[config.mk]
export PLATFORM = sky130hd
export DESIGN_NAME = rrs_rename_table
export DESIGN_NICKNAME = d
export VERILOG_FILES = /design/src/rtl/rrs_pkg.sv /design/src/rtl/rrs_claim_decode.sv /design/src/rtl/rrs_entry.sv /design/src/rtl/rrs_lookup.sv /design/src/rtl/rrs_rename_table.sv
export SDC_FILE = /design/constraint.sdc
export NUM_CORES = 1
export LEC_CHECK = 0
export BUFFER_PORTS_ARGS = -buffer_cell sky130_fd_sc_hd__buf_2
export CAP_MARGIN = 10
export CORE_MARGIN = 8
export CORE_UTILIZATION = 40
export CTS_BUF_LIST = sky130_fd_sc_hd__clkbuf_4
export DETAILED_ROUTE_END_ITERATION = 7
export HOLD_SLACK_MARGIN = 0.05
export SYNTH_ARGS = -nofsm -noshare
export SYNTH_HDL_FRONTEND = slang
export SYNTH_SLANG_ARGS = --single-unit
[constraint.sdc]
create_clock -name clk -period 4.6 [get_ports clk]
set_input_delay 1.15 -clock clk [delete_from_list [all_inputs] [get_ports clk]]
set_output_delay 1.15 -clock clk [all_outputs]
set_load 0.03 [all_outputs]
[src/rtl/rrs_pkg.sv]
package rrs_pkg;

   // Width of a station tag: one code reserved for "no producer".
   function automatic int tag_width(input int stations);
      return $clog2(stations + 1);
   endfunction

   // Width of a register index, never below one bit.
   function automatic int index_width(input int regs);
      return (regs > 1) ? $clog2(regs) : 1;
   endfunction

endpackage

[src/rtl/rrs_claim_decode.sv]
module rrs_claim_decode #(
   parameter int NUM_REGS = 8,
   parameter int IDX_W    = 3
) (
   input  logic                iss_valid,
   input  logic [IDX_W-1:0]    iss_dst,
   output logic [NUM_REGS-1:0] claim
);

   // One select line per register entry.
   for (genvar r = 0; r < NUM_REGS; r++) begin : g_claim
      assign claim[r] = iss_valid && (int'(iss_dst) == r);
   end

endmodule

[src/rtl/rrs_entry.sv]
module rrs_entry #(
   parameter int DATA_W = 32,
   parameter int TAG_W  = 3
) (
   input  logic              clk,
   input  logic              rst_n,
   input  logic              claim,
   input  logic [TAG_W-1:0]  claim_tag,
   input  logic              bus_valid,
   input  logic [TAG_W-1:0]  bus_tag,
   input  logic [DATA_W-1:0] bus_data,
   output logic [TAG_W-1:0]  cur_tag,
   output logic [DATA_W-1:0] cur_value
);

   logic [TAG_W-1:0]  tag_q;
   logic [DATA_W-1:0] value_q;
   logic              bus_hit;

   assign bus_hit = bus_valid && (tag_q != '0) && (tag_q == bus_tag);

   // A new claim outranks a completing producer; the value stays put then.
   always_ff @(posedge clk) begin
      if (!rst_n) begin
         tag_q   <= '0;
         value_q <= '0;
      end else if (claim) begin
         tag_q   <= claim_tag;
      end else if (bus_hit) begin
         tag_q   <= '0;
         value_q <= bus_data;
      end
   end

   assign cur_tag   = tag_q;
   assign cur_value = value_q;

   AST_CLAIM_WINS: assert property (@(posedge clk) disable iff (!rst_n)
      claim |=> (cur_tag == $past(claim_tag)) && (cur_value == $past(cur_value)));

   AST_RESULT_CAPTURE: assert property (@(posedge clk) disable iff (!rst_n)
      (!claim && bus_valid && cur_tag != '0 && bus_tag == cur_tag)
      |=> (cur_tag == '0) && (cur_value == $past(bus_data)));

   AST_NO_STRAY_WRITE: assert property (@(posedge clk) disable iff (!rst_n)
      (!claim && !(bus_valid && cur_tag != '0 && bus_tag == cur_tag))
      |=> $stable(cur_tag) && $stable(cur_value));

endmodule

[src/rtl/rrs_lookup.sv]
module rrs_lookup #(
   parameter int NUM_REGS = 8,
   parameter int DATA_W   = 32,
   parameter int TAG_W    = 3,
   parameter int IDX_W    = 3
) (
   input  logic [IDX_W-1:0]                 sel,
   input  logic [NUM_REGS-1:0][TAG_W-1:0]   all_tag,
   input  logic [NUM_REGS-1:0][DATA_W-1:0]  all_value,
   input  logic                             bus_valid,
   input  logic [TAG_W-1:0]                 bus_tag,
   input  logic [DATA_W-1:0]                bus_data,
   output logic [DATA_W-1:0]                out_value,
   output logic [TAG_W-1:0]                 out_tag
);

   logic [TAG_W-1:0]  raw_tag;
   logic [DATA_W-1:0] raw_value;
   logic              bypass;

   // Index beyond the table reads as an idle register.
   always_comb begin
      raw_tag   = '0;
      raw_value = '0;
      if (int'(sel) < NUM_REGS) begin
         raw_tag   = all_tag[sel];
         raw_value = all_value[sel];
      end
   end

   assign bypass = bus_valid && (raw_tag != '0) && (raw_tag == bus_tag);

   always_comb begin
      if (bypass) begin
         out_value = bus_data;
         out_tag   = '0;
      end else begin
         out_value = raw_value;
         out_tag   = raw_tag;
      end
   end

endmodule

[src/rtl/rrs_rename_table.sv]
module rrs_rename_table
   import rrs_pkg::*;
#(
   parameter int NUM_REGS     = 8,
   parameter int NUM_STATIONS = 5,
   parameter int DATA_W       = 32,
   parameter int NUM_SRC      = 2,
   localparam int TAG_W       = tag_width(NUM_STATIONS),
   localparam int IDX_W       = index_width(NUM_REGS)
) (
   input  logic                             clk,
   input  logic                             rst_n,
   input  logic                             iss_valid,
   input  logic [IDX_W-1:0]                 iss_dst,
   input  logic [TAG_W-1:0]                 iss_tag,
   input  logic [NUM_SRC-1:0][IDX_W-1:0]    iss_src,
   input  logic                             bus_valid,
   input  logic [TAG_W-1:0]                 bus_tag,
   input  logic [DATA_W-1:0]                bus_data,
   output logic [NUM_SRC-1:0][DATA_W-1:0]   src_value,
   output logic [NUM_SRC-1:0][TAG_W-1:0]    src_tag
);

   // Elaboration-time parameter checks.
   if (NUM_REGS < 2) begin : g_bad_regs
      $error("rrs_rename_table: NUM_REGS must be at least 2");
   end
   if (NUM_STATIONS < 1) begin : g_bad_stations
      $error("rrs_rename_table: NUM_STATIONS must be at least 1");
   end
   if (NUM_SRC < 1) begin : g_bad_src
      $error("rrs_rename_table: NUM_SRC must be at least 1");
   end
   if (DATA_W < 1) begin : g_bad_data
      $error("rrs_rename_table: DATA_W must be at least 1");
   end

   logic [NUM_REGS-1:0]              claim;
   logic [NUM_REGS-1:0][TAG_W-1:0]   entry_tag;
   logic [NUM_REGS-1:0][DATA_W-1:0]  entry_value;

   rrs_claim_decode #(
      .NUM_REGS (NUM_REGS),
      .IDX_W    (IDX_W)
   ) i_decode (
      .iss_valid (iss_valid),
      .iss_dst   (iss_dst),
      .claim     (claim)
   );

   for (genvar r = 0; r < NUM_REGS; r++) begin : g_entry
      rrs_entry #(
         .DATA_W (DATA_W),
         .TAG_W  (TAG_W)
      ) i_entry (
         .clk       (clk),
         .rst_n     (rst_n),
         .claim     (claim[r]),
         .claim_tag (iss_tag),
         .bus_valid (bus_valid),
         .bus_tag   (bus_tag),
         .bus_data  (bus_data),
         .cur_tag   (entry_tag[r]),
         .cur_value (entry_value[r])
      );
   end

   for (genvar p = 0; p < NUM_SRC; p++) begin : g_port
      rrs_lookup #(
         .NUM_REGS (NUM_REGS),
         .DATA_W   (DATA_W),
         .TAG_W    (TAG_W),
         .IDX_W    (IDX_W)
      ) i_lookup (
         .sel       (iss_src[p]),
         .all_tag   (entry_tag),
         .all_value (entry_value),
         .bus_valid (bus_valid),
         .bus_tag   (bus_tag),
         .bus_data  (bus_data),
         .out_value (src_value[p]),
         .out_tag   (src_tag[p])
      );

      // A bypassed value must be the one the register holds next cycle.
      AST_BYPASS_AGREES: assert property (@(posedge clk) disable iff (!rst_n)
         (src_tag[p] == '0 && bus_valid && bus_tag != '0
          && entry_tag[iss_src[p]] == bus_tag
          && !(iss_valid && iss_dst == iss_src[p]))
         |=> entry_value[$past(iss_src[p])] == $past(src_value[p]));
   end

   // Input assumptions relied on by the entries.
   AST_ISSUE_TAG_LIVE: assert property (@(posedge clk) disable iff (!rst_n)
      iss_valid |-> (iss_tag != '0) && (int'(iss_tag) <= NUM_STATIONS));

   AST_ISSUE_DST_RANGE: assert property (@(posedge clk) disable iff (!rst_n)
      iss_valid |-> int'(iss_dst) < NUM_REGS);

   AST_SINGLE_CLAIM: assert property (@(posedge clk) disable iff (!rst_n)
      $onehot0(claim) && (iss_valid || claim == '0));

endmodule

==> results.json, run 1 <==
{
  "final_common_cell": "sky130_fd_sc_hd__dfxtp_1",
  "cell_internal_pwr_mw": 3.86,
  "finalNetCount": 1558,
  "worst-path-max-fanout": 16,
  "dp_slack_ps": -105,
  "cts-hold-fix-buffers": 0,
  "initial_utilization_pct": 40.2,
  "placed_area_um2": 17400,
  "worstHoldEndpoint": "g_entry[1].i_entry.cur_value[21]",
  "inserted_clock_buffers": 79,
  "final_cells": 2085,
  "detail_route.first_pass.iterations": 6,
  "power.share.switching_pct": 26.2,
  "detail_route.wirelength_um": 44500,
  "crit_arrival_ps": 3410,
  "synth_top_flop_cell": "sky130_fd_sc_hd__dfxtp_1",
  "clock_power_share_pct": 43.3,
  "worst_pin_slew_ps": 816,
  "drcViolationCount": 0,
  "placement_rows": 74,
  "gp_congestion": 0.850,
  "hpwl_um": 26200,
  "grt_antenna_before_repair": 2,
  "clk-insertion-delay-late_ps": 740,
  "chipWidth_um": 218,
  "critical_path.startpoint_type": "input pin",
  "routed-via-count": 11200,
  "r2r_cells": 7,
  "netlist_instances": 1397,
  "syn-num-nets": 1448,
  "synth_area_um2": 16300,
  "unrepaired_setup_endpoints_after_global_routing": "true",
  "slew_violations": 0,
  "fillerInstances": 3770,
  "setup.worst_path.class": "in2out",
  "grt_first_pass_wirelength_um": 68400,
  "worst_setup_hold_path_clk_slew_ps": 50,
  "post_synth_main_area_contributors": "sky130_fd_sc_hd__dfxtp_1 34%, sky130_fd_sc_hd__mux4_2 19%, sky130_fd_sc_hd__mux2i_1 16%, sky130_fd_sc_hd__nor2b_1 10%, sky130_fd_sc_hd__mux2_2 6.9%",
  "drt-initial-drc-count": 609,
  "static-leakage-power_nw": 6.36,
  "via_count_of_the_first_global_routing_pass": 11600,
  "net-switching-power_mw": 1.37,
  "layout_worst_path_cycle_share_pct": 99.2,
  "multi_input_area_um2": 10100,
  "final_util_pct": 46.2,
  "number_of_enable_type_register_cells_in_the_synthesized_netlist": 0,
  "yosysWarnings": 0,
  "fin_tns_setup_ps": 0,
  "hold-path-cell-count": 2,
  "setup_ws_ps": 35.6,
  "grt_overflow_total": 0,
  "yosysUniqueCellTypes": 36,
  "timing.hold.worst.class": "reg2reg",
  "avgViaCountPerCell": 5.35,
  "area_overhead_of_the_layout_relative_to_synthesis_pct": 14.9,
  "ys_seq_area_share_pct": 34.4,
  "capturing_point_of_the_worst_reg2reg_path": "g_entry[2].i_entry.cur_value[8]",
  "clock_sink_count": 280,
  "status": "finished clean",
  "worstHoldStart": "g_entry[1].i_entry.cur_value[21]",
  "cp_data_required_time_ps": 3450,
  "post-route-cell-area_um2": 18700,
  "reg2reg_setup_slack_ps": 2230,
  "synth.largest_area_cell": "sky130_fd_sc_hd__dfxtp_1",
  "clock-root-buffer": "sky130_fd_sc_hd__clkbuf_4",
  "end_kind": "output port",
  "critical_path.reg2reg.startpoint": "g_entry[2].i_entry.cur_tag[1]",
  "tmin_final_ps": 4560,
  "pin_count": 121,
  "synth_area_per_cell_um2": 11.6,
  "port_buffer_count": 120,
  "power.ir.vdd_worst_mv": 0.181,
  "relSlewSlack_pct": 45.6,
  "setup-violations-final": 0,
  "die_area_um2": 47400,
  "synth-seq-cells": 280,
  "share_seq_of_total_power_pct": 46.9,
  "die_height_um": 218,
  "grt_start_max_net_pins": 141,
  "h_tree_depth_reported_by_cts": 3,
  "async_flop_share_pct": 0,
  "fin_worst_skew_ps": 53.4,
  "maxCapViolations": 0,
  "grt.total_usage_pct": 18.4,
  "power_frac_comb_pct": 9.8,
  "timing_hold_violations_final": 0,
  "routedWlPerCell_um": 21.4,
  "layout.cells.most_common_list": "280 x sky130_fd_sc_hd__dfxtp_1, 260 x sky130_fd_sc_hd__mux2i_1, 260 x sky130_fd_sc_hd__nor2b_1",
  "core-area_um2": 40500,
  "drive_above_1_share_pct": 37.0,
  "synth_top_area_share_pct": 34.4,
  "drtAntennaViolNets": 0,
  "max_freq_mhz": 219,
  "seq_area_um2": 5610,
  "cts_tree": "done",
  "dp_cells": 1948,
  "clockBufferDepth": 3,
  "cellPowerDensity_nw_per_um2": 280
}
[cell type report]
cell class	count	share of cell area [%]
multi-input combinational	969	54.2
clock inverter	13	0.542
tap	532	3.56
sequential	280	30.0
timing repair buffer	175	7.17
clock buffer	111	4.46
antenna	3	0.0401
inverter	2	0.0401
[how the worst max path moves through the flow]
stage,from,end,cells past startpoint
4_1_cts,iss_src[1],src_value[18],9
6_report,iss_src[2],src_value[31],8
3_5_place_dp,iss_src[3],src_value[63],9
2_1_floorplan,iss_src[3],src_value[47],6
3_3_place_gp,iss_src[3],src_value[63],9
5_1_grt,iss_src[2],src_value[31],9
[registers in the layout, indices dropped and copies added (netlist names)]
signal	flops
g_entry.i_entry.cur_tag	24
g_entry.i_entry.cur_value	256
[routing by layer]
layer  GRT usage, %  wire length [um]  share of wire (%)  vias up
met5              0                13              0.029        -
met4           6.11               934                2.1        2
li1               -                 -                  -     5300
met2           29.9             21000                 47      241
met1           24.3             20300                 46     5538
met3           3.87              2310                5.2       82
[synth_stat cells, types with 8 or more instances]
library cell,n
sky130_fd_sc_hd__xor2_1,11
sky130_fd_sc_hd__nand3_1,29
sky130_fd_sc_hd__nand4_1,10
sky130_fd_sc_hd__dfxtp_1,280
sky130_fd_sc_hd__mux2i_1,263
sky130_fd_sc_hd__buf_2,39
sky130_fd_sc_hd__mux2_2,99
sky130_fd_sc_hd__a21boi_0,24
sky130_fd_sc_hd__mux2_4,30
sky130_fd_sc_hd__o21bai_1,8
sky130_fd_sc_hd__nand2_1,30
sky130_fd_sc_hd__clkbuf_1,84
sky130_fd_sc_hd__mux4_2,138
sky130_fd_sc_hd__xnor2_1,11
sky130_fd_sc_hd__nor2b_1,260
sky130_fd_sc_hd__buf_1,17
sky130_fd_sc_hd__a21oi_1,8
sky130_fd_sc_hd__nor2_1,26
[power groups by stage]
stage | Clock (mW) | Combinational (mW) | Sequential (mW)
floorplan | 0 | 0.355 | 2.50
global placement | 0 | 0.496 | 2.51
detailed placement | 0 | 0.500 | 2.51
CTS | 2.36 | 0.503 | 2.45
global route | 2.47 | 0.549 | 2.45
finish | 2.26 | 0.512 | 2.46
[worst max-delay path: stages]
cell and delay [ps]:
sky130_fd_sc_hd__buf_2 140, sky130_fd_sc_hd__mux4_2 500, sky130_fd_sc_hd__mux2_4 310, sky130_fd_sc_hd__nor4b_2 300, sky130_fd_sc_hd__o311a_4 270, sky130_fd_sc_hd__buf_12 180, sky130_fd_sc_hd__mux2_2 350, sky130_fd_sc_hd__buf_2 180
[cells by family (layout without fill, tap and decap cells)]
| kind of cell | Yosys count | after routing | synth area share (%) |
|---|---|---|---|
| xor+xnor | 22 | 22 | 1.18 |
| simple gates | 369 | 369 | 13.2 |
| flops | 280 | 280 | 34.4 |
| compound gates | 46 | 46 | 2.02 |
| buf+inv | 148 | 301 | 4.10 |
| mux | 532 | 532 | 45.1 |
| other cells | 0 | 3 | 0 |
[stage by stage]
stage	hold slack [ps]	power [mW]
2_1_floorplan	486	2.86
3_3_place_gp	508	3.00
3_5_place_dp	521	3.01
4_1_cts	531	5.32
5_1_grt	543	5.48
6_report	528	5.23
[timing repair]
| item | 4_1_cts | 5_1_grt |
|---|---|---|
| cloned | 0 | 3 |
| hold endpoints to repair | 0 | 0 |
| setup endpoints to repair | 33 | 54 |
| setup buffers | 0 | 7 |
| resized for setup | 3 | 72 |
| pin swaps | 1 | 2 |
Power figures use the tool's default switching activity.
==> run 2: changes to the inputs <==
--- a/config.mk
+++ b/config.mk
@@ -5,6 +5,7 @@
 export SDC_FILE = /design/constraint.sdc
 export NUM_CORES = 1
 export LEC_CHECK = 0
+export ABC_AREA = 1
 export BUFFER_PORTS_ARGS = -buffer_cell sky130_fd_sc_hd__buf_2
 export CAP_MARGIN = 10
 export CORE_MARGIN = 8
==> results.json, run 2 <==
{
  "cp_data_required_time_ps": 3450,
  "setup-violations-final": 0,
  "critical_path.reg2reg.startpoint": "g_entry[0].i_entry.cur_tag[0]",
  "grt_first_pass_wirelength_um": 90300,
  "inserted_clock_buffers": 79,
  "yosysUniqueCellTypes": 23,
  "grt_start_max_net_pins": 177,
  "grt_overflow_total": 0,
  "synth_top_cells_by_count": "528 x sky130_fd_sc_hd__a21oi_1, 520 x sky130_fd_sc_hd__o21ai_0, 375 x sky130_fd_sc_hd__nand2_1, 333 x sky130_fd_sc_hd__inv_1, 280 x sky130_fd_sc_hd__dfxtp_1",
  "synth-seq-cells": 280,
  "unrepaired_setup_endpoints_after_global_routing": "false",
  "clock-root-buffer": "sky130_fd_sc_hd__clkbuf_4",
  "worst_pin_slew_ps": 821,
  "fin_tns_setup_ps": 0,
  "critical_path.startpoint_type": "input pin",
  "largest_register_ffs": 256,
  "synth_top_flop_cell": "sky130_fd_sc_hd__dfxtp_1",
  "drt-initial-drc-count": 1458,
  "fin_worst_skew_ps": 36.0,
  "port_buffer_count": 120,
  "pin_count": 121,
  "end_kind": "output port",
  "reg2reg_setup_slack_ps": 2320,
  "drive_above_1_share_pct": 13.2,
  "slew_violations": 0,
  "synth_top_area_share_pct": 34.0,
  "initial_utilization_pct": 40.5,
  "setup.worst_path.class": "in2out",
  "layout_worst_path_cycle_share_pct": 91.1,
  "worst_setup_hold_path_clk_slew_ps": 60,
  "yosysWarnings": 0,
  "synth.largest_area_cell": "sky130_fd_sc_hd__dfxtp_1",
  "area_overhead_of_the_layout_relative_to_synthesis_pct": 9.66,
  "via_count_of_the_first_global_routing_pass": 16400,
  "postCtsResizedCells": 0,
  "netlist_instances": 2557,
  "static-leakage-power_nw": 6.96,
  "syn-num-nets": 2608,
  "r2r_cells": 7,
  "placement_rows": 74,
  "relSlewSlack_pct": 45.3,
  "crit_arrival_ps": 3040,
  "total_power_mw": 5.96,
  "maxCapViolations": 0,
  "chipWidth_um": 219,
  "finalNetCount": 2614,
  "detail_route.wirelength_um": 57600,
  "cellPowerDensity_nw_per_um2": 330,
  "gp_congestion": 0.932,
  "die_height_um": 219,
  "grt_antenna_before_repair": 2,
  "avgViaCountPerCell": 5.50,
  "post_synth_main_area_contributors": "sky130_fd_sc_hd__dfxtp_1 34%, sky130_fd_sc_hd__a21oi_1 16%, sky130_fd_sc_hd__o21ai_0 16%, sky130_fd_sc_hd__nand2_1 8.5%, sky130_fd_sc_hd__inv_1 7.6%",
  "status": "finished clean",
  "clockBufferDepth": 3,
  "drtAntennaViolNets": 0,
  "async_flop_share_pct": 0,
  "power.ir.vdd_worst_mv": 0.135,
  "finalHoldWorstSlack_ps": 453,
  "synth_area_per_cell_um2": 6.45,
  "start_point_of_the_critical_path": "iss_src[1]",
  "cp-endpoint": "src_value[25]",
  "core-area_um2": 40700,
  "h_tree_depth_reported_by_cts": 3,
  "max_freq_mhz": 239,
  "clock_sink_count": 280,
  "number_of_enable_type_register_cells_in_the_synthesized_netlist": 0,
  "routed-via-count": 17400,
  "yosys.cell_count.top_type": "sky130_fd_sc_hd__a21oi_1",
  "worstHoldStart": "g_entry[2].i_entry.cur_value[14]",
  "synth_area_um2": 16500,
  "detail_route.first_pass.iterations": 5,
  "timing_hold_violations_final": 0,
  "cts-hold-fix-buffers": 0,
  "clk-insertion-delay-late_ps": 730,
  "worst-path-max-fanout": 15,
  "final_common_cell": "sky130_fd_sc_hd__a21oi_1",
  "capturing_point_of_the_worst_reg2reg_path": "g_entry[0].i_entry.cur_value[21]",
  "final_util_pct": 44.4,
  "drcViolationCount": 0,
  "timing.hold.worst.class": "reg2reg",
  "hpwl_um": 34500,
  "postCtsSetupRepairBufs": 0,
  "routedWlPerCell_um": 18.3,
  "layout.cells.most_common_list": "528 x sky130_fd_sc_hd__a21oi_1, 520 x sky130_fd_sc_hd__o21ai_0, 375 x sky130_fd_sc_hd__nand2_1",
  "grt.total_usage_pct": 23.4,
  "ys_seq_area_share_pct": 34.0,
  "tmin_final_ps": 4190,
  "cts_tree": "done",
  "die_area_um2": 48000
}
[run 2: cell count changes after synthesis, sizes merged, moves of 260 or more]
cell   change
a21oi    +520
mux2i    -265
inv      +335
nand2    +364
o21ai    +519
nor2b    -260
[run 2: logic make-up (layout without fill, tap and decap cells)]
logic type / Yosys count / in the layout / synth area share [%]
simple gates: 550 / 550 / 15.1
compound gates: 1144 / 1144 / 35.5
buf+inv: 583 / 649 / 15.4
flops: 280 / 280 / 34.0
other cells: 0 / 1 / 0
[run 2: worst min-delay path by stage]
stage | end | slack [ps] | cells past startpoint
after global routing | g_entry[6].i_entry.cur_value[18] | 470 | 2
after floorplan | g_entry[2].i_entry.cur_value[0] | 430 | 2
after detailed placement | g_entry[6].i_entry.cur_value[16] | 450 | 2
after global placement | g_entry[2].i_entry.cur_value[14] | 440 | 2
after CTS | g_entry[6].i_entry.cur_value[16] | 460 | 2
final | g_entry[2].i_entry.cur_value[14] | 450 | 2
[run 2: report_power, final]
part	switching, mW	internal, mW
sequential	0.0113	2.45
clock	1.12	1.29
combinational	0.802	0.293
[run 2: routing by layer]
layer	GRT usage [%]	up-vias	wire length, um
met1	29.6	7982	24900
met3	4.64	139	4070
met2	38.0	608	26400
met5	0	-	14
met4	10.7	2	2210
li1	-	8637	-
[run 2: cell type report]
class	instances	area [um2]
inverter	338	1280
multi-input combinational	1694	8340
clock inverter	22	139
clock buffer	119	893
timing repair buffer	170	1160
antenna	1	2.50
fill	4357	22700
tap	532	666
sequential	280	5610
[run 2: metrics by stage]
stage | instance area [um2] | instances | setup slack (ps)
finish | 18100 | 3156 | 407
floorplan | 16500 | 2557 | 1020
global placement | 17000 | 3014 | 533
detailed placement | 17000 | 3014 | 424
global route | 18100 | 3156 | 276
CTS | 18100 | 3155 | 428
[run 2: worst max-delay path, stage by stage]
cell and delay (ps):
sky130_fd_sc_hd__buf_2 210, sky130_fd_sc_hd__clkinv_2 210, sky130_fd_sc_hd__nand3_1 160, sky130_fd_sc_hd__nand3_2 120
sky130_fd_sc_hd__nand2_2 110, sky130_fd_sc_hd__nand2_1 70, sky130_fd_sc_hd__nand2_1 80, sky130_fd_sc_hd__nand2_2 70
sky130_fd_sc_hd__nand3_4 140, sky130_fd_sc_hd__buf_4 320, sky130_fd_sc_hd__nand2_1 120, sky130_fd_sc_hd__nand2_1 70
sky130_fd_sc_hd__buf_2 190
